## config.mk

```make
export PLATFORM = sky130hd
export DESIGN_NAME = fsk_tone_synth
export DESIGN_NICKNAME = d
export VERILOG_FILES = /design/src/rtl/fsk_pkg.sv /design/src/rtl/fsk_mode_dec.sv /design/src/rtl/fsk_inc_sel.sv /design/src/rtl/fsk_nco.sv /design/src/rtl/fsk_tone_synth.sv
export SDC_FILE = /design/constraint.sdc
export NUM_CORES = 1
export LEC_CHECK = 0
export BUFFER_PORTS_ARGS = -buffer_cell sky130_fd_sc_hd__buf_4
export CORE_MARGIN = 4
export CORE_UTILIZATION = 50
export CTS_CLUSTER_DIAMETER = 60
export DETAILED_ROUTE_END_ITERATION = 10
export PLACE_DENSITY = 0.67
export REMOVE_ABC_BUFFERS = 1
export SETUP_SLACK_MARGIN = 0.2
export SYNTH_ARGS = -nofsm -noshare
export SYNTH_HDL_FRONTEND = slang
export SYNTH_SLANG_ARGS = --single-unit
export TNS_END_PERCENT = 20
```

## constraint.sdc

```tcl
create_clock -name clk_i -period 9.9 [get_ports clk_i]
set_clock_uncertainty 0.1 [all_clocks]
set_input_delay 0.495 -clock clk_i [delete_from_list [all_inputs] [get_ports clk_i]]
set_output_delay 0.495 -clock clk_i [all_outputs]
set_load 0.005 [all_outputs]
```

## src/rtl/fsk_pkg.sv

```systemverilog
package fsk_pkg;

  typedef enum logic [2:0] {
    ST_DATA,
    ST_ECHO,
    ST_LOOP,
    ST_MUTE,
    ST_SLEEP
  } op_state_e;

  // nominal tone frequencies in Hz
  localparam int HZ_BELL_LO_SPACE = 1070;
  localparam int HZ_BELL_LO_MARK  = 1270;
  localparam int HZ_BELL_HI_SPACE = 2025;
  localparam int HZ_BELL_HI_MARK  = 2225;
  localparam int HZ_V21_C1_MARK   = 980;
  localparam int HZ_V21_C1_SPACE  = 1180;
  localparam int HZ_V21_C2_MARK   = 1650;
  localparam int HZ_V21_C2_SPACE  = 1850;
  localparam int HZ_ECHO_V21      = 2100;
  localparam int HZ_ECHO_BELL     = 2225;

  function automatic longint tone_inc(input longint hz, input longint ref_hz,
                                      input longint div, input int acc_w);
    return ((hz <<< acc_w) * div + ref_hz / 2) / ref_hz;
  endfunction

  // quarter-wave sine magnitude at (j+0.5)/2^lut_aw of a turn, Taylor series in Q30
  function automatic int quarter_sine(input int j, input int lut_aw, input int amp_w);
    longint x, x2, term, sum, amp;
    x = (longint'(2 * j + 1) * 64'sd3373259426) >>> lut_aw;
    x2 = (x * x) >>> 30;
    term = x;
    sum = x;
    for (int n = 1; n <= 5; n++) begin
      term = -((term * x2) >>> 30) / longint'((2 * n) * (2 * n + 1));
      sum = sum + term;
    end
    amp = (longint'(1) <<< (amp_w - 1)) - 1;
    return int'((sum * amp + (longint'(1) <<< 29)) >>> 30);
  endfunction

endpackage

```

## src/rtl/fsk_mode_dec.sv

```systemverilog
module fsk_mode_dec
  import fsk_pkg::*;
(
  input  logic      squelch_i,
  input  logic      loopback_i,
  input  logic      echo_i,
  output op_state_e state_o
);

  // sleep > mute > loop > echo > data
  always_comb begin
    if (loopback_i && squelch_i) state_o = ST_SLEEP;
    else if (squelch_i)          state_o = ST_MUTE;
    else if (loopback_i)         state_o = ST_LOOP;
    else if (echo_i)             state_o = ST_ECHO;
    else                         state_o = ST_DATA;
  end

endmodule

```

## src/rtl/fsk_inc_sel.sv

```systemverilog
module fsk_inc_sel
  import fsk_pkg::*;
#(
  parameter int ACC_W      = 24,
  parameter int REF_HZ     = 3579545,
  parameter int SAMPLE_DIV = 46
) (
  input  logic             std_v21_i,
  input  logic             orig_i,
  input  logic             mark_i,
  input  op_state_e        state_i,
  output logic [ACC_W-1:0] inc_o
);

  localparam logic [ACC_W-1:0] I_BL_S = ACC_W'(tone_inc(HZ_BELL_LO_SPACE, REF_HZ, SAMPLE_DIV, ACC_W));
  localparam logic [ACC_W-1:0] I_BL_M = ACC_W'(tone_inc(HZ_BELL_LO_MARK,  REF_HZ, SAMPLE_DIV, ACC_W));
  localparam logic [ACC_W-1:0] I_BH_S = ACC_W'(tone_inc(HZ_BELL_HI_SPACE, REF_HZ, SAMPLE_DIV, ACC_W));
  localparam logic [ACC_W-1:0] I_BH_M = ACC_W'(tone_inc(HZ_BELL_HI_MARK,  REF_HZ, SAMPLE_DIV, ACC_W));
  localparam logic [ACC_W-1:0] I_V1_M = ACC_W'(tone_inc(HZ_V21_C1_MARK,   REF_HZ, SAMPLE_DIV, ACC_W));
  localparam logic [ACC_W-1:0] I_V1_S = ACC_W'(tone_inc(HZ_V21_C1_SPACE,  REF_HZ, SAMPLE_DIV, ACC_W));
  localparam logic [ACC_W-1:0] I_V2_M = ACC_W'(tone_inc(HZ_V21_C2_MARK,   REF_HZ, SAMPLE_DIV, ACC_W));
  localparam logic [ACC_W-1:0] I_V2_S = ACC_W'(tone_inc(HZ_V21_C2_SPACE,  REF_HZ, SAMPLE_DIV, ACC_W));
  localparam logic [ACC_W-1:0] I_EC_V = ACC_W'(tone_inc(HZ_ECHO_V21,      REF_HZ, SAMPLE_DIV, ACC_W));
  localparam logic [ACC_W-1:0] I_EC_B = ACC_W'(tone_inc(HZ_ECHO_BELL,     REF_HZ, SAMPLE_DIV, ACC_W));

  logic [ACC_W-1:0] data_inc;

  always_comb begin
    unique case ({std_v21_i, orig_i, mark_i})
      3'b010:  data_inc = I_BL_S;
      3'b011:  data_inc = I_BL_M;
      3'b000:  data_inc = I_BH_S;
      3'b001:  data_inc = I_BH_M;
      3'b111:  data_inc = I_V1_M;
      3'b110:  data_inc = I_V1_S;
      3'b101:  data_inc = I_V2_M;
      default: data_inc = I_V2_S;
    endcase
  end

  always_comb begin
    if (state_i == ST_ECHO) inc_o = std_v21_i ? I_EC_V : I_EC_B;
    else                    inc_o = data_inc;
  end

endmodule

```

## src/rtl/fsk_nco.sv

```systemverilog
module fsk_nco
  import fsk_pkg::*;
#(
  parameter int ACC_W      = 24,
  parameter int SAMPLE_DIV = 46,
  parameter int LUT_AW     = 8,
  parameter int AMP_W      = 10
) (
  input  logic                    clk_i,
  input  logic                    rst_ni,
  input  logic                    run_i,
  input  logic                    mute_i,
  input  logic [ACC_W-1:0]        inc_i,
  output logic signed [AMP_W-1:0] sample_o,
  output logic                    valid_o
);

  localparam int CNT_W = $clog2(SAMPLE_DIV);
  localparam int QN    = 2 ** (LUT_AW - 2);
  localparam int QW    = AMP_W - 1;

  logic [CNT_W-1:0]        div_q;
  logic                    strobe;
  logic [ACC_W-1:0]        acc_q;
  logic [QW-1:0]           qtab [QN];
  logic [LUT_AW-1:0]       idx;
  logic [LUT_AW-3:0]       qidx;
  logic signed [AMP_W-1:0] mag, val;

  for (genvar g = 0; g < QN; g++) begin : g_qtab
    assign qtab[g] = QW'(quarter_sine(g, LUT_AW, AMP_W));
  end

  assign strobe = run_i && (div_q == CNT_W'(SAMPLE_DIV - 1));

  always_ff @(posedge clk_i or negedge rst_ni) begin
    if (!rst_ni)     div_q <= '0;
    else if (!run_i) div_q <= '0;
    else if (strobe) div_q <= '0;
    else             div_q <= div_q + 1'b1;
  end

  // phase advances only on a live strobe, never resets
  always_ff @(posedge clk_i or negedge rst_ni) begin
    if (!rst_ni)                acc_q <= '0;
    else if (strobe && !mute_i) acc_q <= acc_q + inc_i;
  end

  assign idx  = acc_q[ACC_W-1 -: LUT_AW];
  assign qidx = idx[LUT_AW-2] ? ~idx[LUT_AW-3:0] : idx[LUT_AW-3:0];
  assign mag  = $signed({1'b0, qtab[qidx]});
  assign val  = idx[LUT_AW-1] ? -mag : mag;

  always_ff @(posedge clk_i or negedge rst_ni) begin
    if (!rst_ni) begin
      sample_o <= '0;
      valid_o  <= 1'b0;
    end else begin
      valid_o <= strobe;
      if (!run_i)      sample_o <= '0;
      else if (strobe) sample_o <= mute_i ? '0 : val;
    end
  end

  AST_ACC_ONLY_ON_STROBE: assert property (@(posedge clk_i) disable iff (!rst_ni)
    !strobe |=> $stable(acc_q));
  AST_MUTE_FREEZE: assert property (@(posedge clk_i) disable iff (!rst_ni)
    (strobe && mute_i) |=> (acc_q == $past(acc_q) && sample_o == '0));
  AST_VALID_PULSE: assert property (@(posedge clk_i) disable iff (!rst_ni)
    valid_o |=> !valid_o);
  AST_SLEEP_QUIET: assert property (@(posedge clk_i) disable iff (!rst_ni)
    !run_i |=> (!valid_o && sample_o == '0));

endmodule

```

## src/rtl/fsk_tone_synth.sv

```systemverilog
module fsk_tone_synth
  import fsk_pkg::*;
#(
  parameter int ACC_W      = 24,
  parameter int REF_HZ     = 3579545,
  parameter int SAMPLE_DIV = 46,
  parameter int LUT_AW     = 8,
  parameter int AMP_W      = 10
) (
  input  logic                    clk_i,
  input  logic                    rst_ni,
  input  logic                    tx_data_i,
  input  logic                    std_v21_i,
  input  logic                    orig_i,
  input  logic                    squelch_i,
  input  logic                    loopback_i,
  input  logic                    echo_i,
  output logic signed [AMP_W-1:0] sample_o,
  output logic                    sample_valid_o,
  output logic                    rx_ch1_o
);

  op_state_e        state;
  logic [ACC_W-1:0] inc;

  fsk_mode_dec i_mode_dec (
    .squelch_i  (squelch_i),
    .loopback_i (loopback_i),
    .echo_i     (echo_i),
    .state_o    (state)
  );

  fsk_inc_sel #(
    .ACC_W      (ACC_W),
    .REF_HZ     (REF_HZ),
    .SAMPLE_DIV (SAMPLE_DIV)
  ) i_inc_sel (
    .std_v21_i (std_v21_i),
    .orig_i    (orig_i),
    .mark_i    (tx_data_i),
    .state_i   (state),
    .inc_o     (inc)
  );

  fsk_nco #(
    .ACC_W      (ACC_W),
    .SAMPLE_DIV (SAMPLE_DIV),
    .LUT_AW     (LUT_AW),
    .AMP_W      (AMP_W)
  ) i_nco (
    .clk_i    (clk_i),
    .rst_ni   (rst_ni),
    .run_i    (state != ST_SLEEP),
    .mute_i   (state == ST_MUTE),
    .inc_i    (inc),
    .sample_o (sample_o),
    .valid_o  (sample_valid_o)
  );

  // demodulator listens to the far channel, or to itself in loopback
  always_ff @(posedge clk_i or negedge rst_ni) begin
    if (!rst_ni) rx_ch1_o <= 1'b0;
    else         rx_ch1_o <= (state == ST_LOOP) ? orig_i : ~orig_i;
  end

  AST_LOOP_RX_SELF: assert property (@(posedge clk_i) disable iff (!rst_ni)
    (state == ST_LOOP) |=> (rx_ch1_o == $past(orig_i)));
  AST_RX_FAR_CH: assert property (@(posedge clk_i) disable iff (!rst_ni)
    (state == ST_DATA || state == ST_ECHO) |=> (rx_ch1_o != $past(orig_i)));

endmodule

```

**Word-level counts from Yosys, hierarchy flattened**

Memory sizes are Yosys's and may differ from the RTL's.
Cells that the tools add are included.

- Flip-flop bits (word level): 42
- Memory bits (read-only): 576
- Bits of input ports: 8
- Output and inout port bits: 12
- Memories: 1

Memory list:

| name | depth | width | rd ports | clocked after memory_dff | wr ports | line | RTL |
|---|---|---|---|---|---|---|---|
| (name not given) | 64 | 9 | 1 | 0 | 0 | fsk_nco.sv:51 | `assign mag = $signed({1'b0, qtab[qidx]});` |

- $add $sub $neg: 3
- $lt $le $gt $ge: 1
- Eq/ne operators: 12
- Mux-type cells: 17
- Bitwise operators: 3
- Reduce and logical (&&, ||, !) cells: 5

Operators with widths:

| cell | number |
|---|---|
| 19-bit case mux with 7 select lines | 1 |
| 10-bit 2-to-1 mux | 4 |
| 24-bit adder | 1 |
| 24-bit 2-to-1 mux | 1 |
| 6-bit 2-to-1 mux | 3 |
| 9-bit 2-to-1 mux | 2 |
| 17-bit 2-to-1 mux | 1 |
| 3-bit by 2-bit == test with 1-bit output (second input constant) | 4 |
| 9-bit negation with 10-bit output | 1 |
| 3-bit == test (second input constant) | 3 |
| 3-bit 2-to-1 mux | 3 |
| 7-bit greater-or-equal comparator (second input constant) | 1 |
| 6-bit inverter with 7-bit output | 1 |
| 6-bit by 1-bit adder with 6-bit output (second input constant) | 1 |
| 3-bit by 1-bit == test with 1-bit output (second input constant) | 2 |
| 6-bit == test (second input constant) | 1 |
| 6-bit inverter | 1 |
| 1-bit logical AND | 3 |
| 3-bit zero test | 1 |
| 3-bit != test (second input constant) | 1 |
| 1-bit 2-to-1 mux | 2 |
| 2-bit != test (second input constant) | 1 |
| 1-bit zero test | 1 |
| 1-bit inverter | 1 |

**Longest topological paths before layout**

- Depth after elaboration: 11
- Mapped depth: 18

**By module**

Synthesis repeated with hierarchy kept, for this count alone.

- Cells, all modules: 650
- Area, all modules: 5,012.3 um^2

Modules (own cells, without submodules):

| module | instances | cells each | area an instance (um^2) | sequential area each (um^2) |
|---|---|---|---|---|
| fsk_nco | 1 | 595 | 4,628.2 | 1,026.0 |
| fsk_inc_sel | 1 | 47 | 297.8 | 0.0 |
| fsk_tone_synth | 1 | 6 | 63.8 | 25.0 |
| fsk_mode_dec | 1 | 2 | 22.5 | 0.0 |

**Least setup slack after synthesis**

Ideal clock, no wire load.

- Kind: input-to-reg
- Start point: input squelch_i
- End point: register i_nco.acc_q[23]
- Arrival time: 3.426 ns
- Data required time: 9.720 ns
- Setup slack: 6.294 ns
- Stages on the path: 12
- Buffers on the path: 1
- Path through: ha_1 or3_1 clkbuf_1 a21o_1 ha_1 a211oi_1 o21a_1 nor3_1 o21ai_0 or4_1 a21boi_1 xnor2_1

- Word-level cells in the longest chain between the ends: 5

Ends and longest elaborated chain:

| item | line | RTL |
|---|---|---|
| from (decl) | fsk_tone_synth.sv:15 | `input logic squelch_i,` |
| 3-bit 2-to-1 mux or 1-bit logical AND (tied branches) | fsk_mode_dec.sv:13, fsk_mode_dec.sv:12 |  |
| 3-bit 2-to-1 mux * | fsk_mode_dec.sv:12 | `if (loopback_i && squelch_i) state_o = ST_SLEEP;` |
| 3-bit by 1-bit == test with 1-bit output (tied with other cells) | fsk_inc_sel.sv:42 | `if (state_i == ST_ECHO) inc_o = std_v21_i ? I_EC_V : I_EC_B;` |
| 24-bit 2-to-1 mux (tied with other cells) | fsk_inc_sel.sv:42 |  |
| 24-bit adder or 1-bit logical AND (tied branches) | fsk_nco.sv:46 | `else if (strobe && !mute_i) acc_q <= acc_q + inc_i;` |
| to (signal assigned) | fsk_nco.sv:46 |  |
| to (decl) | fsk_nco.sv:24 | `logic [ACC_W-1:0] acc_q;` |

Every way passes the cells marked *; elsewhere a longest branch is shown, timed or not.
A chain may end at the register's enable or synchronous reset.

**Final worst setup path**

- Start point: register i_nco.acc_q[22]
- End point: register i_nco.sample_o[8]

- Word-level cells in the longest chain between the ends: 10

Ends and longest elaborated chain:

| item | line | RTL |
|---|---|---|
| 6-bit 2-to-1 mux * | fsk_nco.sv:50 | `assign qidx = idx[LUT_AW-2] ? ~idx[LUT_AW-3:0] : idx[LUT_AW-3:0];` |
| 6-bit inverter with 7-bit output (not written as such) * | fsk_nco.sv:51 |  |
| memory 64 x 9 bit * | -- |  |
| 9-bit 2-to-1 mux (not written as such) * (2 in a row) | fsk_nco.sv:51 |  |
| 9-bit negation with 10-bit output | fsk_nco.sv:52 | `assign val = idx[LUT_AW-1] ? -mag : mag;` |
| 10-bit 2-to-1 mux * | fsk_nco.sv:52 |  |
| 10-bit 2-to-1 mux * (2 in a row) | fsk_nco.sv:61 | `else if (strobe) sample_o <= mute_i ? '0 : val;` |
| 10-bit 2-to-1 mux * | fsk_nco.sv:60 | `if (!run_i) sample_o <= '0;` |
| to (signal assigned) | fsk_nco.sv:61 |  |
| to (decl) | fsk_nco.sv:14 | `output logic signed [AMP_W-1:0] sample_o,` |

Every way passes the cells marked *; elsewhere a longest branch is shown, timed or not. The select of a mux whose other input is x is not followed.

==> flow_metrics.env <==
export IMPL_outcome="finished clean"
export IMPL_rsz0062_at_grt="false"
export IMPL_drive_gt1_share_pct=9.466
export IMPL_syn2layout_area_growth_pct=4.083
export IMPL_synth_area_leaders="dfrtp_1 (22%), ha_1 (8.5%), a21oi_1 (4.2%)"
export IMPL_max_slew_margin_rel_pct=39.07
export IMPL_powerDensity_nw_per_um2=127.0
export IMPL_start_util_pct=50.98
export IMPL_io_pins=20
export IMPL_viasPerCell=6.328
export IMPL_coreArea_um2=9196
export IMPL_end_kind="flop"
export IMPL_crit_type="flop to flop"
export IMPL_syn_area_per_cell_um2=7.946
export IMPL_synth_top_family_by_area="compound AO/OA/AOI/OAI gates"
export IMPL_routedWlPerCell_um=17.19
export IMPL_grtUsageTotal_pct=21.58
export IMPL_clk_latency_ns=0.30
export IMPL_die_h_um=104.8
export IMPL_port_buffers=19
export IMPL_core_rowCount=35
export IMPL_cts_repair_resized=0
export IMPL_antenna_cells=0
export IMPL_clock_sinks=42
export IMPL_die_area_um2=10990
export IMPL_wirelength_um=11890
export IMPL_cp_data_arrival_time_ns=4.09
export IMPL_synthCells=590
export IMPL_synth_distinct_cells=80
export IMPL_cp_start_kind="flop"
export IMPL_setup_tns_ns=0
export IMPL_grt_max_degree=53
export IMPL_synth_area_leader_cell="dfrtp_1"
export IMPL_place_congestion=0.9766
export IMPL_clock_path_buffers=2
export IMPL_r2r_slack_ns=5.89
export IMPL_ant_nets=0
export IMPL_netlist_area_um2=4688
export IMPL_worst_pin_slew_ns=0.9111
export IMPL_fin_crit_sh_pct=40.48
export IMPL_synth_mux_area_share_pct=1.521
export IMPL_cts_buffers=5
export IMPL_slew_violations=0
export IMPL_hold_viol_final=0
export IMPL_grt_pass1_vias=4148
export IMPL_cts_setup_buffers=0
export IMPL_clk_pin_slew_ns=0.09
export IMPL_drt_initial_drc_count=308
export IMPL_dp_cells=684
export IMPL_period_minus_slack_ns=4.007
export IMPL_grt_overflow_total=0
export IMPL_cp_slowest_cell="ha_1"
export IMPL_drc=0
export IMPL_cts_hold_buf=0
export IMPL_yosys_warnings=0
export IMPL_cts_root_buffer="clkbuf_8"
export IMPL_path_max_fanout=47
export IMPL_p_leak_nw=2.099
export IMPL_die_width_um=104.8
export IMPL_yosys_area_top_type_share_pct=22.42
export IMPL_setup_viol_count_final=0
export IMPL_yosysSeqAreaShare_pct=22.42
export IMPL_async_flop_share_pct=100.0
export IMPL_synth_edf_count=0
export IMPL_grt_antenna_before_repair=0
export IMPL_synth_xor_xnor_area_share_pct=6.352
export IMPL_grt_pass1_wl_um=20140
export IMPL_ys_ff_latch=42
export IMPL_hpwl_um=8541
export IMPL_worstPathCellList="buf_4 > xor2_1 > inv_1 > ha_1 > nor2_1 > o2bb2ai_1 > a221oi_1 > o221ai_1 > and2_1 > ha_1 > inv_1 > nor3_1 > a31o_1 > nand3_1"
export IMPL_cts_tree="done"
export IMPL_nets=621
export IMPL_synth_compound_area_share_pct=28.34
export IMPL_synthAdderAreaFrac_pct=8.967
export IMPL_synthSimpleGateAreaFrac_pct=24.98
export IMPL_cpPeakStageDelay_ns=0.45
export IMPL_hp_class="input pin to async pin"
export IMPL_yosys_most_used_dff="dfrtp_1"
export IMPL_vdd_ir_drop_max_uv=76.25
export IMPL_clock_fmax_mhz=249.6
export IMPL_worstPathRequired_ns=9.98
export IMPL_cap_violations=0
export IMPL_first_pass_iters=7
export IMPL_instances_no_fill=692
export IMPL_via_count=4379
export IMPL_htree_levels=2
## per-layer routing
layer,global-route usage (%),wire (um),vias up
met5,0,0,-
met4,5.998,195,0
met3,2.841,570,18
met2,35.98,5747,123
met1,29.30,5380,2095
li1,-,-,2143
## kinds of logic (layout without fill, tap and decap cells)
group	Yosys count	after routing
AO/OA/AOI/OAI	187	187
XOR/XNOR	34	34
adder cells (fa/ha/maj)	33	33
buffers and inverters	62	53
flip-flops	42	42
multiplexers	7	7
AND/OR/NAND/NOR	225	225
## per-stage QoR
step	hold slack [ns]	setup slack [ns]	power [mW]	util (%)	instance area, um2
floorplan	0.09941	6.090	0.3925	-	4419
global placement	0.3652	5.854	0.4453	51.56	4742
detailed placement	0.3647	5.762	0.4517	51.56	4742
CTS	0.09375	5.933	0.6221	53.06	4880
global route	0.1149	5.594	0.6619	53.06	4880
finish	0.07393	5.893	0.6199	53.06	4880
## layout make-up
class / count / area, um2
clock buffer: 5 / 68.82
clock inverter: 3 / 68.82
fill: 884 / 4317
inverter: 21 / 78.83
multi-input combinational: 486 / 3293
sequential: 42 / 1051
tap: 111 / 138.9
timing repair buffer: 24 / 180.2
## path summary, 6_finish.rpt
| kind | startpoint | end | depth (start not counted) |
|---|---|---|---|
| max | i_nco.acc_q[22] | i_nco.sample_o[8] | 14 |
| min | rst_ni | i_nco.sample_o[1] | 1 |
| max reg2reg | i_nco.acc_q[22] | i_nco.sample_o[8] | 14 |
| min reg2reg | i_nco.sample_o[9] | i_nco.sample_o[9] | 2 |
| max in group asynchronous | rst_ni | i_nco.acc_q[11] | 1 |
| min in group clk_i | i_nco.sample_o[9] | i_nco.sample_o[9] | 2 |
## critical path, delay by kind of cell, from the launching register on
| family | cells | cell delay [ns] |
|---|---|---|
| and+or+nand+nor | 4 | 0.97 |
| AOI/OAI and AO/OA | 4 | 0.86 |
| xor gates and xnor gates | 1 | 0.34 |
| buffers and inverters | 3 | 0.61 |
| adders and majority gates | 2 | 0.65 |
| DFF | 1 | 0.33 |
## cells in the mapped netlist, drive strengths merged, types with 3 or more instances
cell type / n
a211oi: 8
a32oi: 3
o31ai: 7
and2: 7
nor3b: 7
a31oi: 6
nand3b: 3
nand2b: 18
o22ai: 4
nor3: 13
o21bai: 6
dfrtp: 42
ha: 32
or2: 7
o2bb2ai: 3
nand3: 21
mux2i: 6
a221o: 5
nor2: 50
buf: 27
nand2: 52
xor2: 15
xnor2: 19
a22oi: 8
o221ai: 3
o211ai: 3
a21o: 15
a21oi: 39
o21ai: 41
or3: 7
o2111ai: 3
and3: 9
a32o: 5
nand4: 8
a211o: 3
inv: 20
nor2b: 13
clkbuf: 14
## cell usage in the layout (no fill, tap or decap), types with 9 or more instances in the layout
| master | instances |
|---|---|
| ha_1 | 32 |
| a21oi_1 | 39 |
| a21o_1 | 15 |
| nor3_1 | 13 |
| inv_1 | 18 |
| o21ai_0 | 37 |
| xor2_1 | 15 |
| xnor2_1 | 19 |
| nor2b_1 | 13 |
| nand2b_1 | 18 |
| nor2_1 | 49 |
| dfrtp_1 | 42 |
| nand2_1 | 52 |
| nand3_1 | 21 |
| buf_4 | 24 |
| and3_1 | 9 |
## flip-flops by register name, summed over array words and instances, names as in the netlist
signal	count
rx_ch1_o	1
i_nco.valid_o	1
i_nco.sample_o	10
i_nco.acc_q	24
i_nco.div_q	6
## where the power goes
part / total (mW) / switching, mW / internal (mW)
clock: 0.167 / 0.0659 / 0.101
sequential: 0.204 / 0.0180 / 0.186
combinational: 0.249 / 0.147 / 0.102
total: 0.620 / 0.231 / 0.389
Power figures use the tool's default switching activity.
